### src/rtl/flc_pkg.sv
package flc_pkg;

    typedef enum logic [2:0] {
        ST_ARRAY,
        ST_STATUS,
        ST_PROG_SETUP,
        ST_BERS_SETUP,
        ST_AERS_SETUP,
        ST_BUSY
    } flc_state_e;

    typedef enum logic [1:0] {
        OP_NONE = 2'b00,
        OP_PROG = 2'b01,
        OP_BERS = 2'b10,
        OP_AERS = 2'b11
    } flc_op_e;

    typedef enum logic [2:0] {
        CMD_RD_ARRAY,
        CMD_RD_STATUS,
        CMD_CLEAR,
        CMD_PROG,
        CMD_BERS,
        CMD_AERS,
        CMD_CONFIRM,
        CMD_BAD
    } flc_cmd_e;

    localparam int CMD_W = 8;

    function automatic flc_cmd_e flc_decode(input logic [CMD_W-1:0] b);
        flc_cmd_e c;
        case (b)
            8'hFF:   c = CMD_RD_ARRAY;
            8'h70:   c = CMD_RD_STATUS;
            8'h50:   c = CMD_CLEAR;
            8'h40:   c = CMD_PROG;
            8'h20:   c = CMD_BERS;
            8'hA7:   c = CMD_AERS;
            8'hD0:   c = CMD_CONFIRM;
            default: c = CMD_BAD;
        endcase
        return c;
    endfunction

endpackage

### src/rtl/flc_status.sv
module flc_status
    import flc_pkg::*;
(
    input  logic       clk,
    input  logic       rst_n,
    input  logic       clr_i,
    input  logic       bad_i,
    input  logic       done_i,
    input  logic       fail_i,
    input  flc_op_e    op_i,
    input  logic       ready_i,
    output logic [7:0] status_o
);

    logic err_erase_q;
    logic err_prog_q;

    always_ff @(posedge clk or negedge rst_n) begin
        if (!rst_n) begin
            err_erase_q <= 1'b0;
            err_prog_q  <= 1'b0;
        end else if (clr_i) begin
            err_erase_q <= 1'b0;
            err_prog_q  <= 1'b0;
        end else begin
            if (bad_i) begin
                err_erase_q <= 1'b1;
                err_prog_q  <= 1'b1;
            end
            if (done_i && fail_i) begin
                if (op_i == OP_PROG) err_prog_q  <= 1'b1;
                else                 err_erase_q <= 1'b1;
            end
        end
    end

    assign status_o = {ready_i, 1'b0, err_erase_q, err_prog_q, 4'b0000};

    AST_PROG_ERR_STICKY: assert property (@(posedge clk) disable iff (!rst_n)
        (err_prog_q && !clr_i) |=> err_prog_q);
    AST_ERASE_ERR_STICKY: assert property (@(posedge clk) disable iff (!rst_n)
        (err_erase_q && !clr_i) |=> err_erase_q);
    AST_CLEAR_WIPES: assert property (@(posedge clk) disable iff (!rst_n)
        clr_i |=> (!err_prog_q && !err_erase_q));

endmodule

### src/rtl/flc_seq.sv
module flc_seq
    import flc_pkg::*;
#(
    parameter int ADDR_W = 16,
    parameter int DATA_W = 8
) (
    input  logic              clk,
    input  logic              rst_n,
    input  logic              wr_i,
    input  logic [ADDR_W-1:0] addr_i,
    input  logic [DATA_W-1:0] wdata_i,
    input  logic              err_any_i,
    input  logic              be_done_i,
    output logic              rd_status_o,
    output logic              ready_o,
    output logic              clr_o,
    output logic              bad_o,
    output logic              done_ack_o,
    output logic              be_start_o,
    output flc_op_e           be_op_o,
    output logic [ADDR_W-1:0] be_addr_o,
    output logic [DATA_W-1:0] be_data_o
);

    flc_state_e st_q, st_nxt;
    logic       ret_arr_q, ret_arr_nxt;
    logic       launch;
    flc_op_e    launch_op;
    flc_cmd_e   cmd;

    assign cmd        = flc_decode(wdata_i[CMD_W-1:0]);
    assign done_ack_o = be_done_i && (st_q == ST_BUSY);

    always_comb begin
        st_nxt      = st_q;
        ret_arr_nxt = ret_arr_q;
        clr_o       = 1'b0;
        bad_o       = 1'b0;
        launch      = 1'b0;
        launch_op   = OP_NONE;
        if (wr_i) begin
            unique case (st_q)
                ST_ARRAY, ST_STATUS: begin
                    unique case (cmd)
                        CMD_RD_ARRAY:  st_nxt = ST_ARRAY;
                        CMD_RD_STATUS: st_nxt = ST_STATUS;
                        CMD_CLEAR:     clr_o  = 1'b1;
                        CMD_PROG:      if (!err_any_i) st_nxt = ST_PROG_SETUP;
                        CMD_BERS:      if (!err_any_i) st_nxt = ST_BERS_SETUP;
                        CMD_AERS:      if (!err_any_i) st_nxt = ST_AERS_SETUP;
                        default:       bad_o  = 1'b1;
                    endcase
                end
                ST_PROG_SETUP: begin
                    st_nxt      = ST_BUSY;
                    launch      = 1'b1;
                    launch_op   = OP_PROG;
                    ret_arr_nxt = 1'b0;
                end
                ST_BERS_SETUP, ST_AERS_SETUP: begin
                    if (cmd == CMD_CONFIRM) begin
                        st_nxt      = ST_BUSY;
                        launch      = 1'b1;
                        launch_op   = (st_q == ST_BERS_SETUP) ? OP_BERS : OP_AERS;
                        ret_arr_nxt = 1'b0;
                    end else begin
                        st_nxt = ST_STATUS;
                        bad_o  = 1'b1;
                    end
                end
                ST_BUSY: begin
                    if (cmd == CMD_RD_ARRAY)       ret_arr_nxt = 1'b1;
                    else if (cmd == CMD_RD_STATUS) ret_arr_nxt = 1'b0;
                end
                default: st_nxt = ST_STATUS;
            endcase
        end
        if (done_ack_o) st_nxt = ret_arr_nxt ? ST_ARRAY : ST_STATUS;
    end

    always_ff @(posedge clk or negedge rst_n) begin
        if (!rst_n) begin
            st_q      <= ST_ARRAY;
            ret_arr_q <= 1'b0;
        end else begin
            st_q      <= st_nxt;
            ret_arr_q <= ret_arr_nxt;
        end
    end

    always_ff @(posedge clk or negedge rst_n) begin
        if (!rst_n) begin
            be_start_o <= 1'b0;
            be_op_o    <= OP_NONE;
            be_addr_o  <= '0;
            be_data_o  <= '0;
        end else begin
            be_start_o <= launch;
            if (launch) begin
                be_op_o   <= launch_op;
                be_addr_o <= addr_i;
                be_data_o <= wdata_i;
            end
        end
    end

    assign rd_status_o = (st_q != ST_ARRAY);
    assign ready_o     = (st_q != ST_BUSY);

    AST_START_SINGLE: assert property (@(posedge clk) disable iff (!rst_n)
        be_start_o |=> !be_start_o);
    AST_START_NOT_READY: assert property (@(posedge clk) disable iff (!rst_n)
        be_start_o |-> !ready_o);
    AST_DONE_RELEASES: assert property (@(posedge clk) disable iff (!rst_n)
        done_ack_o |=> ready_o);

endmodule

### src/rtl/flash_cmd_ctrl.sv
module flash_cmd_ctrl
    import flc_pkg::*;
#(
    parameter int ADDR_W = 16,
    parameter int DATA_W = 8
) (
    input  logic              clk,
    input  logic              rst_n,
    input  logic              bus_wr,
    input  logic [ADDR_W-1:0] bus_addr,
    input  logic [DATA_W-1:0] bus_wdata,
    input  logic [DATA_W-1:0] arr_rdata,
    output logic [DATA_W-1:0] rd_data,
    output logic              be_start,
    output logic [1:0]        be_op,
    output logic [ADDR_W-1:0] be_addr,
    output logic [DATA_W-1:0] be_data,
    input  logic              be_done,
    input  logic              be_fail
);

    localparam int STAT_W = 8;

    logic [STAT_W-1:0] stat;
    logic              rd_status, ready, clr, bad, done_ack;
    flc_op_e           op_q;

    flc_seq #(.ADDR_W(ADDR_W), .DATA_W(DATA_W)) u_seq (
        .clk         (clk),
        .rst_n       (rst_n),
        .wr_i        (bus_wr),
        .addr_i      (bus_addr),
        .wdata_i     (bus_wdata),
        .err_any_i   (stat[5] | stat[4]),
        .be_done_i   (be_done),
        .rd_status_o (rd_status),
        .ready_o     (ready),
        .clr_o       (clr),
        .bad_o       (bad),
        .done_ack_o  (done_ack),
        .be_start_o  (be_start),
        .be_op_o     (op_q),
        .be_addr_o   (be_addr),
        .be_data_o   (be_data)
    );

    flc_status u_status (
        .clk      (clk),
        .rst_n    (rst_n),
        .clr_i    (clr),
        .bad_i    (bad),
        .done_i   (done_ack),
        .fail_i   (be_fail),
        .op_i     (op_q),
        .ready_i  (ready),
        .status_o (stat)
    );

    assign be_op = op_q;

    always_comb begin
        if (rd_status) begin
            rd_data             = '0;
            rd_data[STAT_W-1:0] = stat;
        end else begin
            rd_data = arr_rdata;
        end
    end

    AST_START_NEEDS_CLEAN: assert property (@(posedge clk) disable iff (!rst_n)
        be_start |-> (stat[5:4] == 2'b00));
    AST_BAD_SETS_BOTH: assert property (@(posedge clk) disable iff (!rst_n)
        bad |=> (stat[5:4] == 2'b11));

endmodule

### config.mk
export PLATFORM = sky130hd
export DESIGN_NAME = flash_cmd_ctrl
export DESIGN_NICKNAME = d
export VERILOG_FILES = /design/src/rtl/flc_pkg.sv /design/src/rtl/flc_status.sv /design/src/rtl/flc_seq.sv /design/src/rtl/flash_cmd_ctrl.sv
export SDC_FILE = /design/constraint.sdc
export NUM_CORES = 1
export LEC_CHECK = 0
export BUFFER_PORTS_ARGS = -buffer_cell sky130_fd_sc_hd__buf_2
export CAP_MARGIN = 20
export CORE_UTILIZATION = 49
export CTS_CLUSTER_SIZE = 20
export DETAILED_ROUTE_END_ITERATION = 6
export PLACE_DENSITY = 0.78
export SYNTH_ARGS = -nofsm -noshare
export SYNTH_HDL_FRONTEND = slang
export SYNTH_SLANG_ARGS = --single-unit
### constraint.sdc
create_clock -name clk -period 2.3 [get_ports clk]
set_clock_uncertainty 0.05 [all_clocks]
set_input_delay 0.345 -clock clk [delete_from_list [all_inputs] [get_ports clk]]
set_output_delay 0.345 -clock clk [all_outputs]
set_load 0.01 [all_outputs]
# Word level (Yosys, flattened, before mapping)
# Index checks and enable logic that the tools add are counted.
# classes
n_mux,38
n_eq_ne,25
reduce_logical,10
bitwise,1
# op_table
op,n
$eq A8 B7 Y1 const B,3
$eq A8 B8 Y1 const B,3
$mux W1,22
$pmux W3 S7,1
$mux W3,6
$eq A3 B3 Y1 const B,5
$pmux W3 S5,1
$eq A3 B2 Y1 const B,4
$ne A4 B3 Y1 const B,3
$pmux W3 S4,1
$eq A8 B6 Y1 const B,1
$mux W8,1
$ne A7 B3 Y1 const B,1
$eq A3 B1 Y1 const B,2
$logic_not A3 Y1,2
$reduce_and A6 Y1,1
$reduce_or A6 Y1,1
$mux W2,2
$pmux W1 S2,2
$pmux W2 S2,1
$reduce_or A2 Y1,2
$ne A3 B3 Y1 const B,1
$pmux W1 S3,1
$reduce_bool A3 Y1,1
other kinds (5),6
# word_totals
register_bits,33
inputBits,37

# Depth between registers and ports, before layout
# Gate-level depths: netlist of run 1.
# depth
depth_word,11
mapped_depth,7

# Cells and area by module
# Synthesis of run 1 repeated with hierarchy kept, for this count alone.
# unflattened
hier_cells,165
area_unflattened_um2,1950.6
# by_module_without_submodules
module,instances,cells_each,area_per_inst_um2
flc_seq,1,138,1662.8
flc_status,1,17,150.1
flash_cmd_ctrl,1,10,137.6

# Worst setup path before layout of run 1
# OpenSTA, ideal clock, no wires.
# synth_timing
kind,input to register
start,input port bus_wdata[3]
end,register u_seq.be_addr_o[10]
setup_time_ps,125
arrival_ps,1996
n_path_buf,2
path_slack_ps,129
cell_stages,7
required_ps,2125
path_cell_list,or4_1 > buf_2 > or2_4 > a21oi_2 > o21ai_2 > buf_6 > mux2_4
# synth_between
elab_chain_cells,6
elab_cells_between_ends,12
cone_classes,8 x eq/ne; 4 x mux
# synth_rtl
item,line,text
"start, declared",flash_cmd_ctrl.sv:11,"input logic [DATA_W-1:0] bus_wdata,"
$eq A8 B8 Y1 (tied with other cells),flc_pkg.sv:34,case (b)
$pmux W3 S7 (*),flc_pkg.sv:34,
$eq A3 B3 Y1 (*),flc_seq.sv:61,if (cmd == CMD_CONFIRM) begin
$mux W1 (*),flc_seq.sv:61,
$pmux W1 S2 (*),flc_seq.sv:42,unique case (st_q)
$mux W1 (*),flc_seq.sv:41,if (wr_i) begin
"end signal, assigned",flc_seq.sv:101,be_addr_o <= addr_i;
"end, declared",flc_seq.sv:21,"output logic [ADDR_W-1:0] be_addr_o,"
# Mark *: on every way between the ends. The rest lies on a longest branch, timed or not.
# A chain may end at the register's enable or synchronous reset.

# Worst setup path in the final report of run 1
# layout_timing
start,register u_seq.st_q[1]
end,output port rd_data[4]
# layout_between
elab_chain_cells,2
# layout_rtl
item,line,text
"start, declared",flc_seq.sv:25,"flc_state_e st_q, st_nxt;"
"start signal, assigned",flc_seq.sv:86,st_q <= st_nxt;
$reduce_bool A3 Y1,flc_seq.sv:107,assign rd_status_o = (st_q != ST_ARRAY);
$mux W8,flash_cmd_ctrl.sv:62,if (rd_status) begin
"end, declared",flash_cmd_ctrl.sv:13,"output logic [DATA_W-1:0] rd_data,"
# Every way passes these cells.

==> results of run 1 <==
-- layout make-up --
type                    instances  area share [%]
clock buffers                   5           2.809
well taps                      48           2.451
multi-input cells             115           38.87
clock inverters                 3           2.656
repair buffers                 81           18.59
flip-flops and latches         33           33.71
inverters                       6          0.9193
-- worst max-delay path by stage --
stage,endpoint,slack (ns),cells past startpoint,startpoint
after floorplan,u_seq.be_addr_o[10],0.13,7,bus_wdata[3]
after global placement,u_seq.be_addr_o[1],0.02,7,bus_wdata[3]
after detailed placement,u_status.err_erase_q,-0.11,6,bus_wdata[3]
after CTS,rd_data[4],0.16,4,u_seq.st_q[1]
after global routing,u_seq.st_q[0],0.04,5,u_seq.st_q[1]
final,rd_data[4],0.16,4,u_seq.st_q[1]
-- kinds of logic (layout without fill, tap and decap cells) --
group / after synthesis / in the layout / share of synthesized area (%)
flops: 33 / 33 / 44.44
xor+xnor: 3 / 3 / 1.414
mux: 28 / 28 / 20.67
compound gates: 35 / 35 / 13.60
simple gates: 49 / 49 / 15.15
buf+inv: 18 / 95 / 4.714
-- worst reg2reg max path: cells and delay by family, from the launching register on --
kind,cells,cell delay [ns]
simple gates,2,0.29
compound gates,3,0.88
flops,1,0.66
-- flip-flops by register name, summed over array words and instances (netlist names) --
signal                count
u_status.err_erase_q      1
u_seq.ret_arr_q           1
u_seq.be_data_o           8
u_seq.st_q                3
u_status.err_prog_q       1
u_seq.be_op_o             2
u_seq.be_start_o          1
u_seq.be_addr_o          16
-- layout by cell type, fill, tap and decap left out, types with 3 or more instances in the layout --
| cell type | Yosys | layout |
|---|---|---|
| clkbuf_8 | 0 | 5 |
| dfrtp_1 | 33 | 33 |
| nand3_1 | 3 | 3 |
| o21ai_0 | 4 | 4 |
| nor4_1 | 5 | 5 |
| mux2_1 | 5 | 5 |
| inv_1 | 5 | 5 |
| buf_2 | 4 | 71 |
| buf_4 | 0 | 8 |
| mux2_4 | 19 | 19 |
| a31oi_1 | 3 | 3 |
| and2_1 | 7 | 7 |
| nor2_1 | 5 | 5 |
| nand2_1 | 9 | 9 |
| o211ai_1 | 4 | 4 |
| a21oi_1 | 7 | 7 |
-- routing by layer --
layer | GRT usage [%] | share of wire, % | vias to the layer above
li1 | - | - | 765
met1 | 30.65 | 43 | 806
met2 | 39.23 | 51 | 56
met3 | 5.072 | 4.8 | 4
met4 | 7.955 | 0.87 | 0
met5 | 0 | 0 | -
-- where the power goes --
group          switching [mW]  total [mW]  internal (mW)
clock                   0.219       0.649          0.430
sequential             0.0487       0.661          0.612
combinational           0.187       0.371          0.184
==> impl_metrics.csv, run 1 <==
group,metric,value,unit
outcome,outcome,"finished, final reports clean",
routing,remaining_drc_errors,0,
routing,vias_per_cell,5.605,
timing,period_share,93.18,%
timing,finalSetupViolCount,0,
placement,pre_cts_ws,-0.1107,ns
pwr,total_power,1.681,mW
timing,fin_ws,0.1569,ns
die,initial_utilization,50.75,%
setup_path,worst_setup_path_end_kind,"primary output",
synthesis,ys_ff_latch,33,
setup_path,r2r_cells,5,
routing,via_count,1631,
die,rows,22,
die,die_x,63.58,microns
routing,drtPass1Iterations,4,
placement,dp_cells,283,
setup_path,crit_buf_inv,2,
layout,final_nets,279,
layout,fill_cells,284,
synthesis,synth.area.top_cells,"dfrtp_1 44%, mux2_4 15%, mux2_1 3.0%",
grt,grt_pass1_wl,7438,microns
synthesis,synth_flop_cell,"dfrtp_1",
grt,grt_max_degree,34,
die,die_h,63.58,microns
clock_network,clk_path_buf_depth,2,
layout,syn_to_final_growth,31.85,%
routing,wl_per_cell,15.04,microns
clock_network,clk_pin_slew,0.07,ns
timing,tightest_slew,0.7360,ns
synthesis,synthTopCellsByCount,"33 x dfrtp_1, 19 x mux2_4, 9 x nand2_1, 7 x a21oi_1, 7 x and2_1",
setup_path,worstSetupPathType,"flop to primary output",
setup_path,critPathSlowestCell,"dfrtp_1",
setup_path,rr_endpoint,"u_seq.st_q[0]",
setup_path,crit_arrival,1.75,ns
routing,ant_nets,0,
timing,grt_setup_unrepaired,"no",
timing,max_slew_margin,50.94,%
grt,grt_usage,23.77,%
clock_network,cts_setup_buffers,0,
synthesis,yosysMostFrequentCell,"dfrtp_1",
synthesis,syn_nets,203,
synthesis,yosys_warnings,0,
layout,finalCoreUtilization,66.92,%
job,drv_cap,0,
min_path,min_path_type,"primary input to asynchronous set/reset pin",
synthesis,async_flop_share,100.0,%
setup_path,ff2ff_setup_slack,0.34,ns
die,core-area,0.003661,sq mm
layout,drive_gt1_share,48.97,%
synthesis,synth_area_leader_cell,"dfrtp_1",
placement,place_area,0.002316,sq mm
setup_path,critPathTopFamily,"flip-flops",
layout,layout.area.seq,825.8,sq um
grt,grt_pass1_vias,1531,
clock_network,cts_sinks,33,
layout,multi_input_area,952.2,sq um
setup_path,cpPeakStageDelay,0.57,ns
timing,drv_slew,0,
setup_path,start_kind,"flop",
placement,dp_hpwl,3177,microns
synthesis,postSynthCellCount,166,
clock_network,cts_hold_buffers,0,
clock_network,cts_resized,0,
synthesis,syn_area,0.001858,sq mm
pwr,power_density,686.1,mW/mm^2
synthesis,seq_area_frac_synth,44.44,%
synthesis,synth_edf_count,0,
setup_path,r2r_start,"u_seq.st_q[1]",
timing,setup_tns,0,ns
clock_network,root_buffer,"clkbuf_8",
timing,timing.hold.ws,0.06707,ns
timing,layout_min_cycle_time,2.143,ns
timing,max_freq,466.6,MHz
synthesis,syn_area_per_cell,11.19,sq um
layout,num_antenna_cells,0,
timing,hold_viol_final,0,
setup_path,cp_cell_sequence,"nor3_1 > buf_4 > mux2_2 > buf_2",
synthesis,synth_top_area_share,44.44,%
setup_path,cp_data_required_time,1.90,ns
clock_network,htreeDepth,2,
clock_network,cts_tree,"built",
placement,io_buffer_count,71,
die,dieArea,0.004042,sq mm
routing,finalWirelength,4377,microns
die,pin_count,72,
synthesis,synth_cell_types,51,
grt,grt_overflow,0,
clock_network,clk_latency,0.28,ns
grt,antenna_found_initial,0,
pwr,leakage,1.268,nW
pwr,ir_drop,476.4,uV
clock_network,numCtsBuffers,5,
setup_path,cp_max_fo,17,
layout,final_area,0.002450,sq mm
routing,drt_iter0_markers,81,
layout,final_cells,291,
placement,gp_congestion,0.8721,
No activity file was read; power rests on OpenSTA's default activity.
==> run 2: changes to the inputs <==
GPL_TIMING_DRIVEN = 0   (was default)
clock period = 2.44 ns   (was 2.3 ns; I/O delays follow)
==> impl_metrics.csv, run 2 (synthesized netlist as in run 1, its figures left out) <==
group,metric,value,unit
outcome,outcome,"finished, final reports clean",
timing,period_share,93.74,%
grt,grt_pass1_vias,1506,
timing,finalSetupViolCount,0,
routing,via_count,1617,
setup_path,cp_max_fo,10,
clock_network,clk_latency,0.29,ns
clock_network,htreeDepth,2,
clock_network,clk_pin_slew,0.07,ns
layout,regMostFlops,"u_seq.be_addr_o",
timing,max_slew_margin,51.60,%
layout,final_area,0.002406,sq mm
grt,grt_max_degree,34,
routing,wl_per_cell,14.24,microns
setup_path,cp_data_required_time,2.02,ns
grt,antenna_found_initial,0,
setup_path,worst_setup_path_end_kind,"primary output",
timing,grt_setup_unrepaired,"no",
setup_path,r2r_start,"u_seq.st_q[2]",
setup_path,ff2ff_setup_slack,0.42,ns
clock_network,cts_sinks,33,
layout,final_common_cell,"buf_2",
die,die_h,63.58,microns
setup_path,crit_arrival,1.87,ns
clock_network,root_buffer,"clkbuf_8",
grt,grt_pass1_wl,6927,microns
layout,final_nets,281,
timing,max_freq,437.2,MHz
job,drv_cap,0,
setup_path,start_kind,"flop",
routing,vias_per_cell,5.519,
placement,place_area,0.002258,sq mm
pwr,ir_drop,311.2,uV
die,initial_utilization,50.75,%
timing,hold_viol_final,0,
die,die_x,63.58,microns
layout,largest_register_ffs,16,
setup_path,rr_endpoint,"u_seq.st_q[0]",
grt,grt_overflow,0,
pwr,leakage,1.236,nW
pwr,total_power,1.527,mW
min_path,min_path_type,"primary input to asynchronous set/reset pin",
clock_network,cts_tree,"built",
timing,drv_slew,0,
clock_network,clk_path_buf_depth,2,
routing,drtPass1Iterations,4,
setup_path,worstSetupPathType,"flop to primary output",
die,rows,22,
die,core-area,0.003661,sq mm
layout,top_regs,"u_seq.be_addr_o (16), u_seq.be_data_o (8), u_seq.st_q (3)",
timing,tightest_slew,0.7260,ns
placement,dp_hpwl,2956,microns
grt,grt_usage,22.20,%
pwr,power_density,634.6,mW/mm^2
layout,drive_gt1_share,46.94,%
setup_path,r2r_cells,6,
die,dieArea,0.004042,sq mm
placement,io_buffer_count,68,
routing,remaining_drc_errors,0,
routing,drt_iter0_markers,67,
clock_network,numCtsBuffers,5,
routing,ant_nets,0,
placement,gp_congestion,0.8695,
layout,num_antenna_cells,0,
setup_path,cp-startpoint,"u_seq.st_q[1]",
timing,layout_min_cycle_time,2.287,ns
routing,finalWirelength,4172,microns
die,pin_count,72,
layout,final_cell_mix,"73 x buf_2, 33 x dfrtp_1, 19 x mux2_4",
layout,syn_to_final_growth,29.50,%
[run 2: final cells by class]
| type | instances | area [sq um] |
|---|---|---|
| repair buffers | 71 | 360.3 |
| fillers | 300 | 1255 |
| plain buffers | 12 | 65.06 |
| clock inverters | 1 | 30.03 |
| multi-input cells | 115 | 955.9 |
| clock buffers | 7 | 86.33 |
| well taps | 48 | 60.06 |
| flip-flops and latches | 33 | 825.8 |
| inverters | 6 | 22.52 |
[run 2: how the worst max path moves through the flow]
stage,end,depth (start not counted)
after floorplan,u_seq.be_addr_o[10],7
after global routing,rd_data[5],5
after global placement,u_seq.st_q[2],7
after CTS,rd_data[5],5
after detailed placement,u_seq.st_q[2],6
final,rd_data[5],5
[run 2: per-layer routing]
layer  up-vias  share of wire, %  GRT usage, %
li1        768                 -             -
met1       779                43         28.19
met2        64                49         36.84
met3         6               6.8         4.891
met4         0               1.2         7.955
met5         -                 0             0
[run 2: worst max-delay path, cell delays in order (launching register included)]
cell	delay (ns)
dfrtp_1	0.36
clkbuf_1	0.18
clkbuf_1	0.28
nor3_4	0.27
mux2_2	0.36
buf_2	0.14
[run 2: timing repair]
| item | 4_1_cts | 5_1_grt |
|---|---|---|
| hold buffers | 0 | 0 |
| setup endpoints to repair | 8 | 2 |
| gates resized for setup | 2 | 0 |
| setup buffers | 0 | 2 |
| pin swaps | 0 | 1 |
[run 2: where the power goes]
group	leakage [nW]	internal [mW]	switching, mW
Sequential	0.413	0.578	0.0168
Clock	0.0585	0.333	0.190
Combinational	0.764	0.194	0.215
[run 2: metrics by stage]
stage	hold slack [ns]	setup TNS [ns]	utilization [%]	std cells	setup WS (ns)
after global placement	0.4160	-0.2212	61.69	282	-0.03252
after global routing	0.1537	0	65.72	293	0.05154
final	0.08262	0	65.72	293	0.1529
after CTS	0.1059	0	65.17	290	0.01855
after detailed placement	0.4177	-0.4503	61.69	282	-0.04772
after floorplan	0.02041	0	-	166	0.2476
